**src/rtl/sad_pkg.sv**
```systemverilog
package sad_pkg;
  // Beat control travelling beside the data
  typedef struct packed {
    logic vld;
    logic first;
    logic last;
  } beat_flags_t;

  function automatic int col_sum_bits(input int pix_w, input int rows);
    return pix_w + $clog2(rows);
  endfunction
endpackage

```
**src/rtl/sad_absdiff_row.sv**
```systemverilog
module sad_absdiff_row #(
  parameter int PIX_W = 8,
  parameter int ROWS  = 16
) (
  input  logic                  clk,
  input  logic                  rst_n,
  input  logic                  en,
  input  logic [ROWS*PIX_W-1:0] pat_col,
  input  logic [ROWS*PIX_W-1:0] win_col,
  output logic [ROWS*PIX_W-1:0] ad_q
);
  logic [ROWS*PIX_W-1:0] ad_d;

  for (genvar g = 0; g < ROWS; g++) begin : g_px
    logic [PIX_W-1:0] a, b;
    assign a = pat_col[g*PIX_W +: PIX_W];
    assign b = win_col[g*PIX_W +: PIX_W];
    always_comb begin
      if (a > b) ad_d[g*PIX_W +: PIX_W] = a - b;
      else       ad_d[g*PIX_W +: PIX_W] = b - a;
    end
  end

  always_ff @(posedge clk or negedge rst_n) begin
    if (!rst_n)  ad_q <= '0;
    else if (en) ad_q <= ad_d;
  end
endmodule

```
**src/rtl/sad_tree.sv**
```systemverilog
module sad_tree #(
  parameter int IN_W  = 8,
  parameter int ROWS  = 16,
  parameter int OUT_W = 12
) (
  input  logic                 clk,
  input  logic                 rst_n,
  input  logic                 en,
  input  logic [ROWS*IN_W-1:0] leaf,
  output logic [OUT_W-1:0]     col_sum
);
  localparam int LVLS = $clog2(ROWS);
  localparam int MAXS = ROWS * ((1 << IN_W) - 1);

  for (genvar l = 0; l < LVLS; l++) begin : g_lvl
    localparam int CNT = ROWS >> (l + 1);
    for (genvar i = 0; i < CNT; i++) begin : g_add
      logic [OUT_W-1:0] a, b, s_d, s_q;
      if (l == 0) begin : g_leaf
        assign a = {{(OUT_W-IN_W){1'b0}}, leaf[(2*i)*IN_W +: IN_W]};
        assign b = {{(OUT_W-IN_W){1'b0}}, leaf[(2*i+1)*IN_W +: IN_W]};
      end else begin : g_mid
        assign a = g_lvl[l-1].g_add[2*i].s_q;
        assign b = g_lvl[l-1].g_add[2*i+1].s_q;
      end
      assign s_d = a + b;
      always_ff @(posedge clk or negedge rst_n) begin
        if (!rst_n)  s_q <= '0;
        else if (en) s_q <= s_d;
      end
    end
  end

  assign col_sum = g_lvl[LVLS-1].g_add[0].s_q;

  // a column sum never exceeds sixteen maximal differences
  p_colsum_bound_r2: assert property (@(posedge clk) disable iff (!rst_n)
    32'(col_sum) <= MAXS);
endmodule

```
**src/rtl/sad_side_pipe.sv**
```systemverilog
module sad_side_pipe
  import sad_pkg::*;
#(
  parameter int DEPTH = 5,
  parameter int TAG_W = 8
) (
  input  logic              clk,
  input  logic              rst_n,
  input  logic              en,
  input  beat_flags_t       fl_in,
  input  logic [TAG_W-1:0]  tag_in,
  output beat_flags_t       fl_out,
  output logic [TAG_W-1:0]  tag_out
);
  beat_flags_t      fl_q [DEPTH];
  logic [TAG_W-1:0] tg_q [DEPTH];

  always_ff @(posedge clk or negedge rst_n) begin
    if (!rst_n) begin
      for (int k = 0; k < DEPTH; k++) begin
        fl_q[k] <= '0;
        tg_q[k] <= '0;
      end
    end else if (en) begin
      fl_q[0] <= fl_in;
      tg_q[0] <= tag_in;
      for (int k = 1; k < DEPTH; k++) begin
        fl_q[k] <= fl_q[k-1];
        tg_q[k] <= tg_q[k-1];
      end
    end
  end

  assign fl_out  = fl_q[DEPTH-1];
  assign tag_out = tg_q[DEPTH-1];
endmodule

```
**src/rtl/sad_col_accum.sv**
```systemverilog
module sad_col_accum
  import sad_pkg::*;
#(
  parameter int SUM_W = 12,
  parameter int ACC_W = 16,
  parameter int TAG_W = 8
) (
  input  logic             clk,
  input  logic             rst_n,
  input  logic             en,
  input  beat_flags_t      fl,
  input  logic [TAG_W-1:0] tag_in,
  input  logic [SUM_W-1:0] col_sum,
  output logic             out_valid,
  output logic [ACC_W-1:0] out_score,
  output logic [TAG_W-1:0] out_tag
);
  logic [ACC_W-1:0] acc_q, acc_d, base;
  logic [ACC_W:0]   total;
  logic             ov_d;
  logic [ACC_W-1:0] sc_d;
  logic [TAG_W-1:0] tg_d;

  always_comb begin
    base  = fl.first ? '0 : acc_q;
    total = {1'b0, base} + {{(ACC_W+1-SUM_W){1'b0}}, col_sum};
    acc_d = acc_q;
    ov_d  = 1'b0;
    sc_d  = out_score;
    tg_d  = out_tag;
    if (fl.vld) begin
      acc_d = total[ACC_W-1:0];
      if (fl.last) begin
        ov_d = 1'b1;
        sc_d = total[ACC_W-1:0];
        tg_d = tag_in;
      end
    end
  end

  always_ff @(posedge clk or negedge rst_n) begin
    if (!rst_n) begin
      acc_q     <= '0;
      out_valid <= 1'b0;
      out_score <= '0;
      out_tag   <= '0;
    end else if (en) begin
      acc_q     <= acc_d;
      out_valid <= ov_d;
      out_score <= sc_d;
      out_tag   <= tg_d;
    end
  end

  // accumulation within a candidate never carries out of the score width
  p_no_overflow_r8: assert property (@(posedge clk) disable iff (!rst_n)
    (en && fl.vld) |-> !total[ACC_W]);

  // a score only appears after a closing beat reached this stage
  p_emit_r6: assert property (@(posedge clk) disable iff (!rst_n)
    $rose(out_valid) |-> $past(en && fl.vld && fl.last));
endmodule

```
**src/rtl/col_sad_matcher.sv**
```systemverilog
module col_sad_matcher
  import sad_pkg::*;
#(
  parameter int PIX_W = 8,
  parameter int ROWS  = 16,
  parameter int COLS  = 16,
  parameter int TAG_W = 8,
  localparam int SUM_W = col_sum_bits(PIX_W, ROWS),
  localparam int ACC_W = SUM_W + $clog2(COLS)
) (
  input  logic                  clk,
  input  logic                  rst_n,
  input  logic                  in_valid,
  output logic                  in_ready,
  input  logic                  in_first,
  input  logic                  in_last,
  input  logic [TAG_W-1:0]      in_tag,
  input  logic [ROWS*PIX_W-1:0] pat_col,
  input  logic [ROWS*PIX_W-1:0] win_col,
  output logic                  out_valid,
  input  logic                  out_ready,
  output logic [ACC_W-1:0]      out_score,
  output logic [TAG_W-1:0]      out_tag
);
  localparam int LVLS  = $clog2(ROWS);
  localparam int DEPTH = 1 + LVLS;

  logic                  advance;
  logic [ROWS*PIX_W-1:0] ad_q;
  logic [SUM_W-1:0]      col_sum;
  beat_flags_t           fl_in, fl_acc;
  logic [TAG_W-1:0]      tag_acc;

  // Whole pipe moves only when the output slot is free or being emptied
  assign advance  = !out_valid || out_ready;
  assign in_ready = advance;

  always_comb begin
    fl_in.vld   = in_valid;
    fl_in.first = in_first;
    fl_in.last  = in_last;
  end

  sad_absdiff_row #(.PIX_W(PIX_W), .ROWS(ROWS)) u_ad (
    .clk(clk), .rst_n(rst_n), .en(advance),
    .pat_col(pat_col), .win_col(win_col), .ad_q(ad_q)
  );

  sad_tree #(.IN_W(PIX_W), .ROWS(ROWS), .OUT_W(SUM_W)) u_tree (
    .clk(clk), .rst_n(rst_n), .en(advance),
    .leaf(ad_q), .col_sum(col_sum)
  );

  sad_side_pipe #(.DEPTH(DEPTH), .TAG_W(TAG_W)) u_side (
    .clk(clk), .rst_n(rst_n), .en(advance),
    .fl_in(fl_in), .tag_in(in_tag),
    .fl_out(fl_acc), .tag_out(tag_acc)
  );

  sad_col_accum #(.SUM_W(SUM_W), .ACC_W(ACC_W), .TAG_W(TAG_W)) u_acc (
    .clk(clk), .rst_n(rst_n), .en(advance),
    .fl(fl_acc), .tag_in(tag_acc), .col_sum(col_sum),
    .out_valid(out_valid), .out_score(out_score), .out_tag(out_tag)
  );

  // a refused score stays put with its tag
  p_hold_r7: assert property (@(posedge clk) disable iff (!rst_n)
    (out_valid && !out_ready) |=> (out_valid && $stable(out_score) && $stable(out_tag)));
endmodule

```
**config.mk**
```make
export PLATFORM = sky130hd
export DESIGN_NAME = col_sad_matcher
export DESIGN_NICKNAME = d
export VERILOG_FILES = /design/src/rtl/sad_pkg.sv /design/src/rtl/sad_absdiff_row.sv /design/src/rtl/sad_tree.sv /design/src/rtl/sad_side_pipe.sv /design/src/rtl/sad_col_accum.sv /design/src/rtl/col_sad_matcher.sv
export SDC_FILE = /design/constraint.sdc
export NUM_CORES = 1
export LEC_CHECK = 0
export ABC_AREA = 1
export BUFFER_PORTS_ARGS = -buffer_cell sky130_fd_sc_hd__buf_2
export CORE_UTILIZATION = 32
export CTS_CLUSTER_DIAMETER = 120
export CTS_CLUSTER_SIZE = 25
export DETAILED_ROUTE_END_ITERATION = 10
export PLACE_DENSITY_LB_ADDON = 0.1
export SLEW_MARGIN = 20
export SYNTH_ARGS = -nofsm -noshare
export SYNTH_HDL_FRONTEND = slang
export SYNTH_HIERARCHICAL = 1
export SYNTH_SLANG_ARGS = --single-unit
```
**constraint.sdc**
```tcl
create_clock -name clk -period 2.13 [get_ports clk]
set_input_delay 0.426 -clock clk [delete_from_list [all_inputs] [get_ports clk]]
set_output_delay 0.426 -clock clk [all_outputs]
set_load 0.1 [all_outputs]
```
==> impl_metrics.sql <==
INSERT INTO impl_metrics (metric_group, metric, value, unit) VALUES
('logic_synthesis', 'netlist.top_cell.by_area', 'sky130_fd_sc_hd__dfrtp_1', ''),
('worst_setup_path', 'critPathKind', 'flip-flop to flip-flop', ''),
('logic_synthesis', 'mappedNetlistNets', '5697', ''),
('layout', 'area_added_between_synthesis_and_finish', '11.68', '%'),
('detailed_routing', 'drt_first_pass_iters', '5', ''),
('sta', 'fin_worst_setup_slack', '0.1628', 'ns'),
('logic_synthesis', 'synth_top_family_by_area', 'simple AND/OR/NAND/NOR gates', ''),
('worst_setup_path', 'endpoint_kind', 'flip-flop', ''),
('layout', 'fill_cells', '11450', ''),
('clocking', 'clk_pin_slew', '0.10', 'ns'),
('clocking', 'htreeDepth', '1', ''),
('worst_setup_path', 'path_max_fanout', '4', ''),
('placement', 'placement.io_buffers', '295', ''),
('floorplanning', 'floorplan.rows', '118', ''),
('worst_setup_path', 'cp_slowest_cell', 'sky130_fd_sc_hd__dfrtp_1', ''),
('worst_setup_path', 'cp_data_arrival_time', '2.41', 'ns'),
('logic_synthesis', 'synth_sequential_area_ratio', '27.72', '%'),
('clocking', 'worstSkewPairLatency', '0.56', 'ns'),
('sta', 'maxSlewHeadroom', '64.31', '%'),
('layout', 'design_area', '37300', 'um^2'),
('status', 'outcome', 'finished, final reports clean', ''),
('worst_setup_path', 'critical_path.cell_chain', 'inv_1 > nor2_1 > ha_1 > fa_2 > nand2_1 > nand3_1 > nand3_1 > nand2_1 > or2_1 > nand3_1 > o21ai_1', ''),
('sta', 'timing.final.crit_share', '92.36', '%'),
('power_and_ir_drop', 'worst_ir_drop_on_vdd', '0.7548', 'mV'),
('floorplanning', 'die_width', '325.1', 'um'),
('placement', 'dp.final_hpwl', '66240', 'um'),
('floorplanning', 'design.portCount', '296', ''),
('logic_synthesis', 'compound_cell_area_share_of_the_yosys_netlist', '5.458', '%'),
('logic_synthesis', 'yosys-mux-area-fraction', '0', '%'),
('detailed_routing', 'route.final.wire_length', '82680', 'um'),
('sta', 'fmax', '508.3', 'MHz'),
('grt', 'grt_first_pass_wirelength', '142500', 'um'),
('placement', 'detailedPlace.worstSlack', '-0.01798', 'ns'),
('detailed_routing', 'viasPerCell', '4.475', ''),
('layout', 'insertedDiodeCount', '0', ''),
('floorplanning', 'initial_core_util', '32.27', '%'),
('sta', 'setup_viol_count_final', '0', ''),
('layout', 'layout.nets', '5968', ''),
('logic_synthesis', 'synth-edff-count', '0', ''),
('grt', 'grt_pass1_vias', '29480', ''),
('grt', 'grt_start_max_net_pins', '73', ''),
('placement', 'postPlaceCellArea', '36630', 'um^2'),
('sta', 'clock-skew-final', '0.02752', 'ns'),
('sta', 'number_of_max_slew_violations_in_the_final_report', '0', ''),
('floorplanning', 'fp.dieArea', '105700', 'um^2'),
('grt', 'global_route.overflow_total', '0', ''),
('worst_setup_path', 'worst_path_dominant_cell_family', 'simple AND/OR/NAND/NOR gates', ''),
('worst_setup_path', 'critPathMaxStageDelay', '0.39', 'ns'),
('detailed_routing', 'drc_errors', '0', ''),
('sta', 'hold_viol_final', '0', ''),
('placement', 'placed_cells', '6622', ''),
('logic_synthesis', 'synth_area_per_cell', '6.686', 'um^2'),
('logic_synthesis', 'synth.distinct_cells', '36', ''),
('clocking', 'cts-buffers-inserted', '20', ''),
('worst_setup_path', 'most_frequent_cell_on_the_critical_path', 'sky130_fd_sc_hd__nand3_1', ''),
('clocking', 'clock_sink_count', '370', ''),
('clocking', 'clock_tree.root_cell', 'sky130_fd_sc_hd__clkbuf_16', ''),
('layout', 'utilization', '36.04', '%'),
('logic_synthesis', 'ys_top_cells_by_area', 'sky130_fd_sc_hd__dfrtp_1 28%, sky130_fd_sc_hd__nand2_1 22%, sky130_fd_sc_hd__ha_1 14%', ''),
('logic_synthesis', 'synthArstFlopShare', '100.0', '%'),
('layout', 'fin_cells', '6655', ''),
('floorplanning', 'placeableCoreArea', '103500', 'um^2'),
('logic_synthesis', 'most_common_flop_cell_mapped_by_yosys', 'sky130_fd_sc_hd__dfrtp_1', ''),
('grt', 'grt_antenna_before_repair', '1', ''),
('logic_synthesis', 'cell_area_after_synthesis', '33400', 'um^2'),
('power_and_ir_drop', 'p_leak', '21.55', 'nW'),
('logic_synthesis', 'synth-warning-count', '6', ''),
('detailed_routing', 'drtAntennaViolNets', '0', ''),
('clocking', 'tritoncts_clock_tree', 'done', ''),
('sta', 'post-route-min-period', '1.967', 'ns'),
('layout', 'drive_above_1_share', '9.839', '%');
## layout by cell type, fill, tap and decap left out, types with 20 or more instances in the layout
master,count
sky130_fd_sc_hd__nand2_1,1988
sky130_fd_sc_hd__a21oi_1,183
sky130_fd_sc_hd__nor2_1,151
sky130_fd_sc_hd__inv_1,797
sky130_fd_sc_hd__nand3_1,471
sky130_fd_sc_hd__nor2_2,21
sky130_fd_sc_hd__nand4_1,40
sky130_fd_sc_hd__xnor2_1,48
sky130_fd_sc_hd__buf_4,58
sky130_fd_sc_hd__o21ai_0,82
sky130_fd_sc_hd__fa_1,47
sky130_fd_sc_hd__ha_1,383
sky130_fd_sc_hd__nand3b_1,33
sky130_fd_sc_hd__xor2_1,84
sky130_fd_sc_hd__o21ai_1,37
sky130_fd_sc_hd__or2_2,20
sky130_fd_sc_hd__nand2_2,27
sky130_fd_sc_hd__clkbuf_16,21
sky130_fd_sc_hd__buf_2,293
sky130_fd_sc_hd__dfrtp_1,369
## tightest hold or removal path, stage by stage
cell	delay, ns
sky130_fd_sc_hd__buf_2	0.08
sky130_fd_sc_hd__nand2_1	0.04
sky130_fd_sc_hd__nand2_1	0.05
## state kept, by name (all words and copies together), names as in the netlist
name                    flops
u_tree/g_lvl.g_add.s_q    134
u_ad/ad_q                 128
u_side/tg_q                32
u_acc/acc_q                16
u_acc/out_score            16
u_side/fl_q                12
u_tree/col_sum             12
u_acc/out_tag               8
u_side/tag_out              8
u_side/fl_out               3
u_acc/out_valid             1
## area by class of cell
cell class	count	area (um^2)	share of cell area [%]
Tap cell	1380	1727	4.629
Clock inverter	5	66.31	0.1778
Sequential cell	370	9260	24.82
Multi-Input combinational cell	3686	20350	54.54
Inverter	820	3098	8.305
Clock buffer	25	540.5	1.449
Timing Repair Buffer	369	2267	6.077
## cells in the mapped netlist (27+ instances only)
| cell | instances |
|---|---|
| sky130_fd_sc_hd__nand2_1 | 1989 |
| sky130_fd_sc_hd__nand3_1 | 471 |
| sky130_fd_sc_hd__xor2_1 | 84 |
| sky130_fd_sc_hd__nand3b_1 | 33 |
| sky130_fd_sc_hd__nand2_2 | 27 |
| sky130_fd_sc_hd__fa_1 | 48 |
| sky130_fd_sc_hd__inv_1 | 797 |
| sky130_fd_sc_hd__buf_2 | 61 |
| sky130_fd_sc_hd__ha_1 | 383 |
| sky130_fd_sc_hd__o21ai_1 | 37 |
| sky130_fd_sc_hd__nand4_1 | 40 |
| sky130_fd_sc_hd__o21ai_0 | 82 |
| sky130_fd_sc_hd__dfrtp_1 | 370 |
| sky130_fd_sc_hd__a21oi_1 | 183 |
| sky130_fd_sc_hd__xnor2_1 | 49 |
| sky130_fd_sc_hd__nor2_1 | 151 |
## layer usage
layer | wire, um | vias to the layer above | global-route usage, %
met1 | 40120 | 13480 | 20.82
met5 | 10 | - | 0
met3 | 1698 | 46 | 1.104
met2 | 39960 | 293 | 28.48
met4 | 888 | 2 | 2.225
li1 | - | 15960 | -
## power by group
part / switching [mW] / total (mW) / internal, mW
clock network: 2.55 / 4.41 / 1.86
registers: 2.34 / 12.8 / 10.5
logic: 17.3 / 27.7 / 10.5
## through the flow
step	total power [mW]	hold slack, ns	setup TNS [ns]
after CTS	45.86	0.02507	0
after global routing	50.45	0.04414	-0.02125
after global placement	40.90	0.3642	0
final	44.93	0.07162	0
after detailed placement	41.02	0.3663	-0.01798
after floorplan	33.87	0.1304	0
## final timing paths
kind,end,slack (ns),startpoint,depth (start not counted)
worst max-delay path,u_acc/acc_q[6]$_DFFE_PN0P_,0.16,u_acc/acc_q[0]$_DFFE_PN0P_,11
worst min-delay path,u_side/tg_q[32]$_DFFE_PN0P_,0.07,in_tag[0],3
worst max register to register,u_acc/acc_q[6]$_DFFE_PN0P_,0.16,u_acc/acc_q[0]$_DFFE_PN0P_,11
worst min register to register,u_side/tg_q[17]$_DFFE_PN0P_,0.48,u_side/tg_q[17]$_DFFE_PN0P_,2
max in group asynchronous,u_ad/ad_q[91]$_DFFE_PN0P_,1.02,rst_n,3
min in group asynchronous,u_acc/out_score[11]$_DFFE_PN0P_,0.40,rst_n,2
## cells by family (layout without fill, tap and decap cells)
logic type                 count (synthesis)  count (layout)
xor gates and xnor gates                 133             133
AOI/OAI and AO/OA                        343             343
and+or+nand+nor                         2779            2779
buffers and inverters                    940            1219
DFF                                      370             370
adders and majority gates                431             431
## timing repair
item | CTS | global route
endpoints found under the setup margin | 1 | 4
hold endpoints to repair | 29 | 0
setup buffers | 1 | 0
resized for setup | 1 | 2
gates cloned | 1 | 0
hold buffers | 1 | 0
pin swaps | 1 | 0
Power figures use the tool's default switching activity.
